[config.mk]
export PLATFORM = sky130hd
export DESIGN_NAME = cfi_irq_ctrl
export DESIGN_NICKNAME = d
export VERILOG_FILES = /design/src/rtl/cfi_pkg.sv /design/src/rtl/cfi_regs.sv /design/src/rtl/cfi_pend.sv /design/src/rtl/cfi_shaper.sv /design/src/rtl/cfi_irq_ctrl.sv
export SDC_FILE = /design/constraint.sdc
export NUM_CORES = 1
export LEC_CHECK = 0
export ABC_AREA = 0
export BUFFER_PORTS_ARGS = -buffer_cell sky130_fd_sc_hd__buf_2
export CAP_MARGIN = 25
export CELL_PAD_IN_SITES_DETAIL_PLACEMENT = 1
export CELL_PAD_IN_SITES_GLOBAL_PLACEMENT = 1
export CORE_AREA = 2 2 76 78
export CTS_CLUSTER_SIZE = 25
export DETAILED_ROUTE_END_ITERATION = 8
export DIE_AREA = 0 0 78 80
export PLACE_DENSITY = 0.75
export SETUP_SLACK_MARGIN = 0.02
export SYNTH_ARGS = -nofsm -noshare
export SYNTH_HDL_FRONTEND = slang
export SYNTH_HIERARCHICAL = 1
export SYNTH_SLANG_ARGS = --single-unit
export TNS_END_PERCENT = 1
[constraint.sdc]
create_clock -name clk -period 1.4 [get_ports clk]
set_clock_uncertainty 0.2 [all_clocks]
set_input_delay 0.14 -clock clk [delete_from_list [all_inputs] [get_ports clk]]
set_output_delay 0.14 -clock clk [all_outputs]
set_load 0.1 [all_outputs]
[src/rtl/cfi_pkg.sv]
package cfi_pkg;
   // option register bit positions (host-visible encoding)
   localparam int OPT_FEN   = 0;
   localparam int OPT_BSEL  = 1;
   localparam int OPT_IEN   = 2;
   localparam int OPT_IDXLO = 3;
   localparam int OPT_ROUTE = 5;
   localparam int OPT_LVL   = 6;
   localparam int OPT_SRST  = 7;
   // status register bit positions
   localparam int ST_ACK  = 0;
   localparam int ST_PEND = 1;
   localparam int ST_PD   = 2;
   // base index value meaning "no default base"
   localparam logic [1:0] IDX_NONE = 2'd3;

   typedef struct packed {
      logic fen;
      logic ien;
      logic route_alt;
      logic lvl;
      logic srst;
      logic bsel;
      logic [1:0] idx;
   } opt_fields_t;

   function automatic opt_fields_t split_opt(input logic [7:0] v);
      opt_fields_t f;
      f.fen       = v[OPT_FEN];
      f.ien       = v[OPT_IEN];
      f.route_alt = v[OPT_ROUTE];
      f.lvl       = v[OPT_LVL];
      f.srst      = v[OPT_SRST];
      f.bsel      = v[OPT_BSEL];
      f.idx       = v[OPT_IDXLO +: 2];
      return f;
   endfunction
endpackage

[src/rtl/cfi_regs.sv]
module cfi_regs #(
   parameter int BASE_W = 16
) (
   input  logic              clk,
   input  logic              rst_n,
   input  logic              opt_wr,
   input  logic [7:0]        opt_wdata,
   input  logic              stat_wr,
   input  logic              stat_ack_wd,
   input  logic              stat_pd_wd,
   input  logic              glob_wr,
   input  logic              glob_wdata,
   input  logic              base_wr,
   input  logic [BASE_W-1:0] base_wdata,
   output logic [7:0]        opt_r,
   output logic              ack_r,
   output logic              pd_r,
   output logic              mask_r,
   output logic [BASE_W-1:0] base_r
);
   always_ff @(posedge clk or negedge rst_n) begin
      if (!rst_n) begin
         opt_r  <= '0;
         ack_r  <= 1'b0;
         pd_r   <= 1'b0;
         mask_r <= 1'b0;
         base_r <= '0;
      end else begin
         if (opt_wr) opt_r <= opt_wdata;
         if (stat_wr) begin
            ack_r <= stat_ack_wd;
            pd_r  <= stat_pd_wd;
         end
         if (glob_wr) mask_r <= glob_wdata;
         if (base_wr) base_r <= base_wdata;
      end
   end
endmodule

[src/rtl/cfi_pend.sv]
module cfi_pend (
   input  logic clk,
   input  logic rst_n,
   input  logic active,
   input  logic ack_mode,
   input  logic clr_req,
   input  logic svc_req,
   output logic pend_q,
   output logic pend_d
);
   logic svc_prev;
   logic svc_rise;

   assign svc_rise = svc_req & ~svc_prev;

   always_comb begin
      if (!active)
         pend_d = 1'b0;
      else if (ack_mode)
         pend_d = svc_rise | (pend_q & ~clr_req);
      else
         pend_d = svc_req;
   end

   always_ff @(posedge clk or negedge rst_n) begin
      if (!rst_n) begin
         svc_prev <= 1'b0;
         pend_q   <= 1'b0;
      end else begin
         svc_prev <= svc_req;
         pend_q   <= pend_d;
      end
   end
endmodule

[src/rtl/cfi_shaper.sv]
module cfi_shaper #(
   parameter int PULSE_LEN = 4
) (
   input  logic clk,
   input  logic rst_n,
   input  logic fwd,
   input  logic lvl_mode,
   input  logic route_alt,
   input  logic pend_q,
   input  logic pend_d,
   output logic irq_n,
   output logic alt_irq_n
);
   localparam int CNT_W = $clog2(PULSE_LEN + 1);

   logic start;
   logic edge_on;
   logic hit;

   assign start = pend_d & ~pend_q & fwd;

   generate
      if (PULSE_LEN == 1) begin : g_strobe
         logic strobe_q;
         always_ff @(posedge clk or negedge rst_n) begin
            if (!rst_n) strobe_q <= 1'b0;
            else        strobe_q <= start;
         end
         assign edge_on = strobe_q;
      end else begin : g_count
         localparam logic [CNT_W-1:0] LOAD = CNT_W'(PULSE_LEN);
         logic [CNT_W-1:0] cnt_q;
         always_ff @(posedge clk or negedge rst_n) begin
            if (!rst_n)               cnt_q <= '0;
            else if (!fwd)            cnt_q <= '0;
            else if (start)           cnt_q <= LOAD;
            else if (cnt_q != '0)     cnt_q <= cnt_q - 1'b1;
         end
         assign edge_on = (cnt_q != '0);
      end
   endgenerate

   assign hit       = fwd & (lvl_mode ? pend_q : edge_on);
   assign irq_n     = ~(hit & ~route_alt);
   assign alt_irq_n = ~(hit & route_alt);
endmodule

[src/rtl/cfi_irq_ctrl.sv]
module cfi_irq_ctrl
   import cfi_pkg::*;
#(
   parameter int PULSE_LEN = 4,
   parameter int BASE_W    = 16,
   parameter int DEF_BASE  = 'h300,
   parameter int BASE_STEP = 'h10
) (
   input  logic              clk,
   input  logic              rst_n,
   input  logic              opt_wr,
   input  logic [7:0]        opt_wdata,
   input  logic              stat_wr,
   input  logic [2:0]        stat_wdata,
   input  logic              glob_wr,
   input  logic              glob_wdata,
   input  logic              base_wr,
   input  logic [BASE_W-1:0] base_wdata,
   input  logic              svc_req,
   output logic [7:0]        opt_q,
   output logic [7:0]        stat_q,
   output logic [7:0]        glob_q,
   output logic [BASE_W-1:0] io_base,
   output logic              io_base_vld,
   output logic              func_en,
   output logic              func_rst,
   output logic              func_pd,
   output logic              irq_n,
   output logic              alt_irq_n
);
   localparam logic [BASE_W-1:0] BASE0 = BASE_W'(DEF_BASE);
   localparam logic [BASE_W-1:0] STEP  = BASE_W'(BASE_STEP);

   generate
      if (PULSE_LEN < 1) begin : g_bad_len
         $error("PULSE_LEN must be at least 1");
      end
      if (BASE_W < 12 || BASE_W > 31) begin : g_bad_base
         $error("BASE_W must lie in 12..31");
      end
   endgenerate

   logic [7:0]        opt_r;
   logic              ack_r, pd_r, mask_r;
   logic [BASE_W-1:0] base_r;
   opt_fields_t       of;
   logic              active, fwd, pend_q, pend_d;

   cfi_regs #(.BASE_W(BASE_W)) u_regs (
      .clk(clk), .rst_n(rst_n),
      .opt_wr(opt_wr), .opt_wdata(opt_wdata),
      .stat_wr(stat_wr), .stat_ack_wd(stat_wdata[ST_ACK]), .stat_pd_wd(stat_wdata[ST_PD]),
      .glob_wr(glob_wr), .glob_wdata(glob_wdata),
      .base_wr(base_wr), .base_wdata(base_wdata),
      .opt_r(opt_r), .ack_r(ack_r), .pd_r(pd_r), .mask_r(mask_r), .base_r(base_r)
   );

   assign of     = split_opt(opt_r);
   assign active = of.fen & of.ien & ~of.srst & ~pd_r;
   assign fwd    = active & ~mask_r;

   cfi_pend u_pend (
      .clk(clk), .rst_n(rst_n),
      .active(active), .ack_mode(ack_r),
      .clr_req(stat_wr & stat_wdata[ST_PEND]),
      .svc_req(svc_req),
      .pend_q(pend_q), .pend_d(pend_d)
   );

   cfi_shaper #(.PULSE_LEN(PULSE_LEN)) u_shape (
      .clk(clk), .rst_n(rst_n),
      .fwd(fwd), .lvl_mode(of.lvl), .route_alt(of.route_alt),
      .pend_q(pend_q), .pend_d(pend_d),
      .irq_n(irq_n), .alt_irq_n(alt_irq_n)
   );

   always_comb begin
      io_base_vld = 1'b1;
      if (of.bsel)
         io_base = base_r;
      else if (of.idx == IDX_NONE) begin
         io_base     = '0;
         io_base_vld = 1'b0;
      end else
         io_base = BASE0 + BASE_W'(of.idx) * STEP;
   end

   assign opt_q    = opt_r;
   assign stat_q   = {5'b0, pd_r, pend_q, ack_r};
   assign glob_q   = {6'b0, mask_r, pend_q};
   assign func_en  = of.fen & ~of.srst & ~pd_r;
   assign func_rst = of.srst;
   assign func_pd  = pd_r;
endmodule

==> results of run 1 <==
==> power breakdown <==
group	internal [mW]	switching, mW	leakage, nW
Combinational	0.702	1.14	1.06
Sequential	1.01	0.0609	0.376
Clock	0.401	0.337	0.0455
Total	2.12	1.54	1.48
==> layer usage <==
metal  global-route usage, %  share of wire [%]
met5                       0                  0
met4                    7.72                1.9
met3                    2.83                2.7
met2                    36.5                 59
met1                    19.5                 37
==> Yosys cell counts, drive strengths merged <==
library cell	n
dfrtp	32
mux2	27
buf	21
and2	13
inv	5
nand2	4
nand2b	4
nor2	4
a21oi	2
ha	2
a211oi	1
a21boi	1
a22o	1
a31o	1
and3b	1
and4b	1
conb	1
mux2i	1
nand4	1
nand4b	1
nor3	1
nor3b	1
nor4	1
o21ai	1
or2	1
xnor2	1
==> state kept, by name, summed over array words and instances (netlist names) <==
signal,flops
u_pend/pend_q,1
u_pend/svc_prev,1
u_regs/ack_r,1
u_regs/base_r,16
u_regs/mask_r,1
u_regs/opt_r,8
u_regs/pd_r,1
u_shape/g_count.cnt_q,3
==> worst min path at each step <==
stage / start / end / depth (start not counted) / slack [ns]
CTS: stat_wr / u_regs/ack_r$_DFFE_PN0P_ / 3 / 0.04
global placement: rst_n / u_regs/base_r[14]$_DFFE_PN0P_ / 1 / -0.1
finish: stat_wr / u_regs/ack_r$_DFFE_PN0P_ / 3 / 0.05
global route: stat_wr / u_regs/ack_r$_DFFE_PN0P_ / 3 / 0.05
floorplan: rst_n / u_pend/pend_q$_DFF_PN0_ / 0 / -0.36
detailed placement: rst_n / u_regs/base_r[14]$_DFFE_PN0P_ / 1 / -0.09
==> layout make-up <==
class / count / area (sq um)
Clock buffer: 8 / 90.1
Fill cell: 536 / 2210
Inverter: 5 / 18.8
Multi-Input combinational cell: 82 / 769
Sequential cell: 32 / 820
Tap cell: 72 / 90.1
Timing Repair Buffer: 123 / 1410
==> worst min-delay path, delay by kind of cell <==
kind | cells | cell delay [ns]
muxes | 1 | 0.14
buffers and inverters | 2 | 0.21
==> cells by family (layout without fill, tap and decap cells) <==
family	after synthesis	after routing	synth area share (%)
mux	28	28	21.6
fa+ha+maj	2	2	1.54
flops	32	32	49.2
compound gates	7	7	2.92
simple gates	33	33	12.5
buf+inv	26	136	11.5
xor+xnor	1	1	0.538
other cells	1	11	0.230
==> what timing repair did <==
| action | in CTS | in global routing |
|---|---|---|
| resized for setup | 23 | 2 |
| pin swaps | 3 | 1 |
| hold buffers | 30 | 0 |
| gates cloned | 0 | 0 |
| endpoints found under the setup margin | 33 | 34 |
| endpoints found under the hold margin | 61 | 0 |
==> stage by stage <==
stage | util [%] | instances | TNS (ns) | total power, mW | cell area [sq um]
3_3_place_gp | 50.5 | 284 | -0.909 | 2.77 | 2730
5_1_grt | 59.2 | 322 | -7.48 | 3.78 | 3200
2_1_floorplan | - | 140 | -15.43 | 2.18 | 1730
6_report | 59.2 | 322 | -6.08 | 3.65 | 3200
3_5_place_dp | 50.5 | 284 | -1.43 | 2.80 | 2730
4_1_cts | 59.1 | 322 | -6.40 | 3.67 | 3190
==> impl_metrics.csv, run 1 <==
group,metric,value,unit
finish,final_common_cell,"buf_12",
grt,track_usage,18.5,%
sta,worst_slack,-0.575,ns
routing,drtIter0Drc,27,
synthesis,syn_inst,130,
routing,avgViaCountPerCell,4.35,
critical_path,reg2reg_to,"u_shape/g_count.cnt_q[0]$_DFFE_PN0P_",
grt,antenna_found_initial,0,
cts,cts.htree.levels,2,
critical_path,cp_slowest_cell,"dfrtp_4",
finish,area_growth,96.5,%
routing,wire_per_inst,16.9,um
critical_path,crit_type,"flop to output port",
critical_path,endpoint,"irq_n",
critical_path,cpPeakStageDelay,0.50,ns
sta,whs,0.0522,ns
power_and_ir_drop,ir_drop,0.706,mV
cts,clock-root-buffer,"clkbuf_8",
sta,finalCritPeriodShare,141,%
synthesis,synth_area_leaders,"dfrtp_1 49%, mux2_2 12%, mux2_4 9.2%, buf_4 7.8%, and2_1 5.0%",
sta,fin_crit,1.97,ns
finish,drive_gt1_share,61.6,%
floorplan,die_x,78,um
outcome,outcome,"finished with violations",
critical_path,path_buf_inv,1,
synthesis,seq_area_frac_synth,49.2,%
cts,cts_buffers,5,
floorplan,die_h,80,um
synthesis,yosysWarnings,6,
place,place.gp.congestion,0.735,
critical_path,crit_start,"u_regs/pd_r$_DFFE_PN0P_",
routing,wirelength,5430,um
cts,clock_sinks,32,
routing,ant_nets,0,
grt,grt_pass1_vias,1608,
synthesis,synth.ff_latch_count,32,
routing,via_count,1400,
critical_path,start_kind,"flop",
synthesis,synth.top_cell.area_share,49.2,%
critical_path,reg2reg_from,"u_regs/pd_r$_DFFE_PN0P_",
floorplan,die-area,6240,sq um
floorplan,rows,27,
sta,fmax,0.506,GHz
routing,post-route-drc-count,0,
sta,rsz0062_at_grt,"yes",
cts,path_clk_slew,0.06,ns
critical_path,critPathCaptureType,"output port",
critical_path,rr_worst_depth,6,
sta,setup_violations,31,
floorplan,start_util,30.1,%
power_and_ir_drop,powerDensity,1140,nW/um^2
place,hpwl,3600,um
grt,overflow,0,
cts,clock_path_buffers,2,
worst_hold_path,hold_class,"primary input to flop",
synthesis,netlist_area,1630,sq um
sta,hold_violations,0,
floorplan,coreArea,5410,sq um
synthesis,yosysTopAreaCell,"dfrtp_1",
critical_path,crit_required,1.06,ns
floorplan,boundaryPins,81,
critical_path,cp.depth,3,
critical_path,critPathArrivalTime,1.63,ns
place,pre_cts_ws,-0.311,ns
outcome,violations,"setup timing",
grt,grt_pass1_wl,8650,um
synthesis,ys_types,31,
finish,final_cell_mix,"37 x buf_12, 34 x buf_2, 30 x dlygate4sd3_1",
power_and_ir_drop,power.leakage,1.48,nW
synthesis,syn-mean-instance-area,12.5,sq um
sta,timing.final.max_slew_violations,0,
critical_path,worstPathMaxFanout,4,
place,port-buffer-count,69,
routing,firstDrtPassIters,4,
critical_path,regToRegSetupSlack,-0.33,ns
cts,cts_tree,"done",
critical_path,path_delay_family,"simple AND/OR/NAND/NOR gates",
finish,fin_nets,286,
cts,clk_latency,0.28,ns
critical_path,path_cells,"nor4_4, nand4b_1, buf_12",
finish,diodes,0,
grt,grt_max_degree,20,
job,cap_viol_max_count,0,
cts,postCtsSetupRepairBufs,0,
Note: power is estimated with default switching activity, not from simulation.
==> run 2: changes to the inputs <==
HOLD_SLACK_MARGIN = 0.12   (was default)
==> run 2 against run 1 <==
Net effect: combinational power is essentially flat; first-iteration DRC count increased by 3.7%; utilization is 0.86 points higher; critical path depth is the same; the flow still finishes with violations (setup timing); design area rose by 1.4%; critical endpoint unchanged; clock power grew 1%; global-route usage is 0.82 points higher; fmax is 0.38% lower; hold slack improved by 0.083 ns; total power up 0.94%; flip-flop and latch count did not move.
==> impl_metrics.csv, run 2 (same netlist as run 1, synthesis figures left out) <==
group,metric,value,unit
outcome,outcome,"finished with violations",
outcome,violations,"setup timing",
grt,grt_pass1_wl,8940,um
grt,track_usage,19.4,%
critical_path,worstPathMaxFanout,4,
routing,ant_nets,0,
sta,worst_slack,-0.582,ns
place,place.gp.congestion,0.735,
job,cap_viol_max_count,0,
critical_path,regToRegSetupSlack,-0.35,ns
sta,fin_crit,1.98,ns
critical_path,critPathArrivalTime,1.64,ns
power_and_ir_drop,powerDensity,1140,nW/um^2
sta,hold_violations,0,
cts,clk_latency,0.28,ns
finish,fin_nets,289,
power_and_ir_drop,pwr-share-clk,20.3,%
routing,firstDrtPassIters,4,
cts,clock-root-buffer,"clkbuf_8",
finish,largest_register,"u_regs/base_r",
floorplan,die-area,6240,sq um
sta,timing.final.max_slew_violations,0,
place,port-buffer-count,69,
critical_path,critPathCaptureType,"output port",
finish,final_common_cell,"buf_12",
floorplan,rows,27,
grt,overflow,0,
routing,via_count,1433,
cts,clock_sinks,32,
routing,drtIter0Drc,28,
critical_path,start_kind,"flop",
routing,wirelength,5650,um
sta,fin_setup_tns,-6.62,ns
cts,cts_buffers,5,
routing,post-route-drc-count,0,
power_and_ir_drop,ir_drop,0.759,mV
floorplan,die_h,80,um
critical_path,crit_type,"flop to output port",
finish,design_area,3240,sq um
cts,path_clk_slew,0.07,ns
finish,largest_register_ffs,16,
routing,wire_per_inst,17.4,um
worst_hold_path,hold_class,"primary input to async pin",
power_and_ir_drop,p_seq_share,29.3,%
grt,grt_max_degree,20,
power_and_ir_drop,combPwrFrac,50.4,%
finish,final_cell_mix,"37 x buf_12, 34 x buf_2, 33 x dlygate4sd3_1",
floorplan,coreArea,5410,sq um
sta,fmax,0.504,GHz
cts,cts_tree,"done",
power_and_ir_drop,p_switching,1.56,mW
sta,rsz0062_at_grt,"yes",
power_and_ir_drop,p_int,2.13,mW
critical_path,crit_required,1.06,ns
finish,diodes,0,
sta,whs,0.135,ns
floorplan,start_util,30.1,%
cts,clock_path_buffers,2,
cts,postCtsSetupRepairBufs,0,
floorplan,die_x,78,um
place,hpwl,3600,um
power_and_ir_drop,sw_frac_of_total,42.2,%
place,dpl_cell_area,2730,sq um
cts,cts.htree.levels,2,
power_and_ir_drop,power.leakage,1.51,nW
floorplan,boundaryPins,81,
finish,area_growth,99.3,%
routing,avgViaCountPerCell,4.41,
sta,setup_violations,32,
finish,drive_gt1_share,61.7,%
grt,antenna_found_initial,0,
finish,reg_top3,"u_regs/base_r x16, u_regs/opt_r x8, u_shape/g_count.cnt_q x3",
grt,grt_pass1_vias,1655,
sta,finalCritPeriodShare,142,%
## run 2: routing by layer
layer	global-route usage (%)	wire (um)	up-vias	part of all wire, %
met2	39.7	3410	36	60
met5	0	0	-	0
met4	5.79	74	0	1.3
met1	20.0	2040	735	36
li1	-	-	655	-
met3	2.71	134	7	2.4
## run 2: worst max-delay path, cell delays in order (launching register included)
cell and delay [ns]:
dfrtp_4 0.51, nor4_4 0.40, nand4b_1 0.23, buf_12 0.22
## run 2: final timing paths
kind,from,endpoint,cells past startpoint
hold / removal,rst_n,u_regs/base_r[14]$_DFFE_PN0P_,2
setup / recovery,u_regs/pd_r$_DFFE_PN0P_,irq_n,3
min in group clk,stat_wdata[1],u_pend/pend_q$_DFF_PN0_,4
hold reg to reg,u_regs/base_r[7]$_DFFE_PN0P_,u_regs/base_r[7]$_DFFE_PN0P_,1
max in group asynchronous,rst_n,u_regs/base_r[3]$_DFFE_PN0P_,3
setup reg to reg,u_regs/pd_r$_DFFE_PN0P_,u_shape/g_count.cnt_q[0]$_DFFE_PN0P_,6
## run 2: timing repair
action	4_1_cts	5_1_grt
hold buffers	33	0
hold endpoints to repair	61	0
endpoints found under the setup margin	33	39
pin swaps	3	2
gates resized for setup	23	8
cloned	0	0
## run 2: stage by stage
stage	instances	util, %	total power [mW]	setup slack (ns)
floorplan	140	-	2.18	-0.879
global route	325	60.0	3.81	-0.668
detailed placement	284	50.5	2.80	-0.311
finish	325	60.0	3.69	-0.582
global placement	284	50.5	2.77	-0.203
CTS	325	59.6	3.67	-0.596
## run 2: layout make-up
type                       count  area (sq um)
inverter                       5          18.8
multi-input combinational     82           782
tap                           72          90.1
clock buffer                   8          90.1
sequential                    32           820
fill                         528          2160
timing repair buffer         126          1440
## run 2: power groups by stage
| stage | Combinational, mW | Clock, mW | Sequential, mW |
|---|---|---|---|
| 5_1_grt | 1.91 | 0.814 | 1.09 |
| 6_report | 1.86 | 0.749 | 1.08 |
| 2_1_floorplan | 0.902 | 0 | 1.28 |
| 3_3_place_gp | 1.69 | 0 | 1.08 |
| 3_5_place_dp | 1.71 | 0 | 1.08 |
| 4_1_cts | 1.84 | 0.763 | 1.07 |
==> run 3: changes to the inputs <==
PLACE_DENSITY = 0.74   (was 0.75)
SYNTH_HIERARCHICAL = default   (was 1)
==> run 3 against run 2 <==
Net effect: via count is 2.6% lower; the run still ends with setup timing left; die area is the same; largest power group unchanged; combinational power shrank 5%; register-to-register slack gained 0.14 ns; global-route usage decreased by 2.1 points; area after synthesis fell by 2.7%; critical path depth is 1 higher; non-clock buffer count is 4 higher; synthesized cell count rose by 2.3%; sequential share of layout area increased by 0.29 points.
==> impl_metrics.csv, run 3 <==
group,metric,value,unit
outcome,outcome,"finished with violations",
outcome,violations,"setup timing",
synthesis,yosysTopAreaCell,"dfrtp_1",
grt,grt_pass1_wl,8140,um
critical_path,critPathCaptureType,"output port",
worst_hold_path,hold-path-cell-count,3,
synthesis,ys.flop_type,"dfrtp_1",
cts,clk_latency,0.28,ns
synthesis,netlist_area,1580,sq um
critical_path,cp_slowest_cell,"dfrtp_4",
floorplan,start_util,29.3,%
synthesis,synth_area_leaders,"dfrtp_1 51%, mux2_2 16%, buf_4 9.0%, and2_1 4.7%, mux2_1 2.1%",
worst_hold_path,hold_class,"primary input to flop",
power_and_ir_drop,ir_drop,0.774,mV
finish,area_growth,101,%
finish,drive_gt1_share,61.3,%
worst_hold_path,hp-start,"base_wr",
sta,worst_slack,-0.631,ns
finish,reg_top3,"u_regs.base_r x16, u_regs.opt_r x8, u_shape.g_count.cnt_q x3",
synthesis,synthTopCellsByCount,"32 x dfrtp_1, 22 x mux2_2, 19 x buf_4",
sta,fin_setup_tns,-5.73,ns
routing,via_count,1396,
cts,clock_path_buffers,2,
sta,whs,0.117,ns
floorplan,die_h,80,um
synthesis,syn_inst,133,
critical_path,cpPeakStageDelay,0.49,ns
finish,diodes,0,
finish,final_cell_mix,"34 x buf_2, 34 x buf_12, 33 x dlygate4sd3_1",
floorplan,rows,27,
place,hpwl,3290,um
synthesis,synth.top_cell.area_share,50.6,%
critical_path,reg2reg_from,"u_regs.pd_r$_DFFE_PN0P_",
critical_path,path_cells,"nor3b_4, nand3b_4, or3b_4, buf_12",
sta,timing.final.max_slew_violations,0,
routing,wire_per_inst,14.9,um
routing,avgViaCountPerCell,4.26,
finish,fin_nets,294,
finish,largest_register,"u_regs.base_r",
cts,clock-root-buffer,"clkbuf_8",
cts,cts_tree,"done",
critical_path,reg2reg_to,"u_shape.g_count.cnt_q[1]$_DFFE_PN0P_",
place,place.gp.congestion,0.684,
routing,ant_nets,0,
grt,overflow,0,
grt,grt_pass1_vias,1568,
critical_path,regToRegSetupSlack,-0.21,ns
cts,clock_sinks,32,
cts,cts.htree.levels,2,
critical_path,critPathArrivalTime,1.69,ns
finish,nFillCells,582,
synthesis,yosysWarnings,0,
floorplan,coreArea,5410,sq um
synthesis,synth_edf_count,0,
job,cap_viol_max_count,0,
floorplan,boundaryPins,81,
routing,firstDrtPassIters,2,
sta,hold_violations,0,
finish,largest_register_ffs,16,
critical_path,rr_worst_depth,5,
cts,cts_buffers,5,
synthesis,seq_area_frac_synth,50.6,%
floorplan,die-area,6240,sq um
critical_path,crit_required,1.06,ns
routing,post-route-drc-count,0,
synthesis,syn-mean-instance-area,11.9,sq um
critical_path,crit_start,"u_regs.pd_r$_DFFE_PN0P_",
grt,track_usage,17.3,%
routing,wirelength,4880,um
sta,setup_violations,29,
synthesis,synth.ff_latch_count,32,
synthesis,synth_most_common_cell,"dfrtp_1",
sta,fin_crit,2.03,ns
power_and_ir_drop,powerDensity,1090,nW/um^2
sta,rsz0062_at_grt,"yes",
grt,antenna_found_initial,0,
grt,grt_max_degree,19,
sta,finalCritPeriodShare,145,%
critical_path,start_kind,"flop",
synthesis,async_reset_ff_share,100,%
cts,path_clk_slew,0.06,ns
synthesis,ys_types,27,
critical_path,crit_type,"flop to output port",
power_and_ir_drop,power.leakage,1.46,nW
floorplan,die_x,78,um
worst_hold_path,min_to,"u_regs.base_r[8]$_DFFE_PN0P_",
sta,fmax,0.492,GHz
place,port-buffer-count,69,
critical_path,worstPathMaxFanout,3,
routing,drtIter0Drc,31,
==> run 3: cell types whose count changed in the layout (fill, tap and decap cells not counted), sizes merged, moves of 2 or more <==
cell / before / now
buf: 93 / 97
nand2: 4 / 7
o21ai: 1 / 4
clkbuf: 8 / 6
mux2: 27 / 25
nand2b: 4 / 2
==> run 3: layout make-up <==
type	instances	area, sq um	share of cell area, %
Sequential cell	32	812	25.6
Multi-Input combinational cell	82	756	23.8
Tap cell	72	90.1	2.83
Clock buffer	6	72.6	2.28
Timing Repair Buffer	130	1430	44.8
Inverter	6	22.5	0.709
==> run 3: where the power goes <==
part	switching, mW	internal [mW]	total, mW
registers	0.0518	1.01	1.06
clock network	0.308	0.331	0.639
logic	1.10	0.665	1.77
==> run 3: what timing repair did <==
item / in CTS / in global routing
setup endpoints to repair: 29 / 31
gates resized for setup: 29 / 9
hold buffers: 33 / 0
setup buffers: 3 / 0
endpoints found under the hold margin: 61 / 0
pin swaps: 5 / 3
==> run 3: how the worst max path moves through the flow <==
| stage | slack [ns] | end |
|---|---|---|
| floorplan | -1.28 | alt_irq_n |
| global placement | -0.45 | alt_irq_n |
| detailed placement | -0.47 | alt_irq_n |
| CTS | -0.65 | alt_irq_n |
| global route | -0.69 | alt_irq_n |
| finish | -0.63 | alt_irq_n |
==> run 3: critical path, delay by kind of cell, from the launching register on <==
kind / cells / cell delay (ns)
buf+inv: 1 / 0.17
simple gates: 3 / 0.75
flops: 1 / 0.49
==> run 3: metrics by stage <==
step	worst slack, ns	power, mW	cells	cell area, sq um	util [%]
after floorplan	-1.28	2.14	143	1670	-
after global placement	-0.446	2.69	286	2610	48.2
after detailed placement	-0.468	2.72	286	2610	48.2
after CTS	-0.651	3.49	328	3140	58.1
after global routing	-0.690	3.61	328	3180	58.8
final	-0.631	3.47	328	3180	58.8
==> run 3: layer usage <==
layer  wire [um]  track usage, %  part of all wire, %
met5           0               0                    0
met1        1770            18.8                   36
met2        2890            33.7                   59
met3         150            2.94                  3.1
met4          70            5.79                  1.4
==> run 3: cell families after synthesis <==
kind of cell,count (synthesis),synth area share (%)
adder cells (fa/ha/maj),2,1.58
buffers and inverters,29,11.6
AO/OA/AOI/OAI,11,4.90
XOR/XNOR,1,0.553
AND/OR/NAND/NOR,31,12.2
multiplexers,26,18.4
flip-flops,32,50.6
other,1,0.237
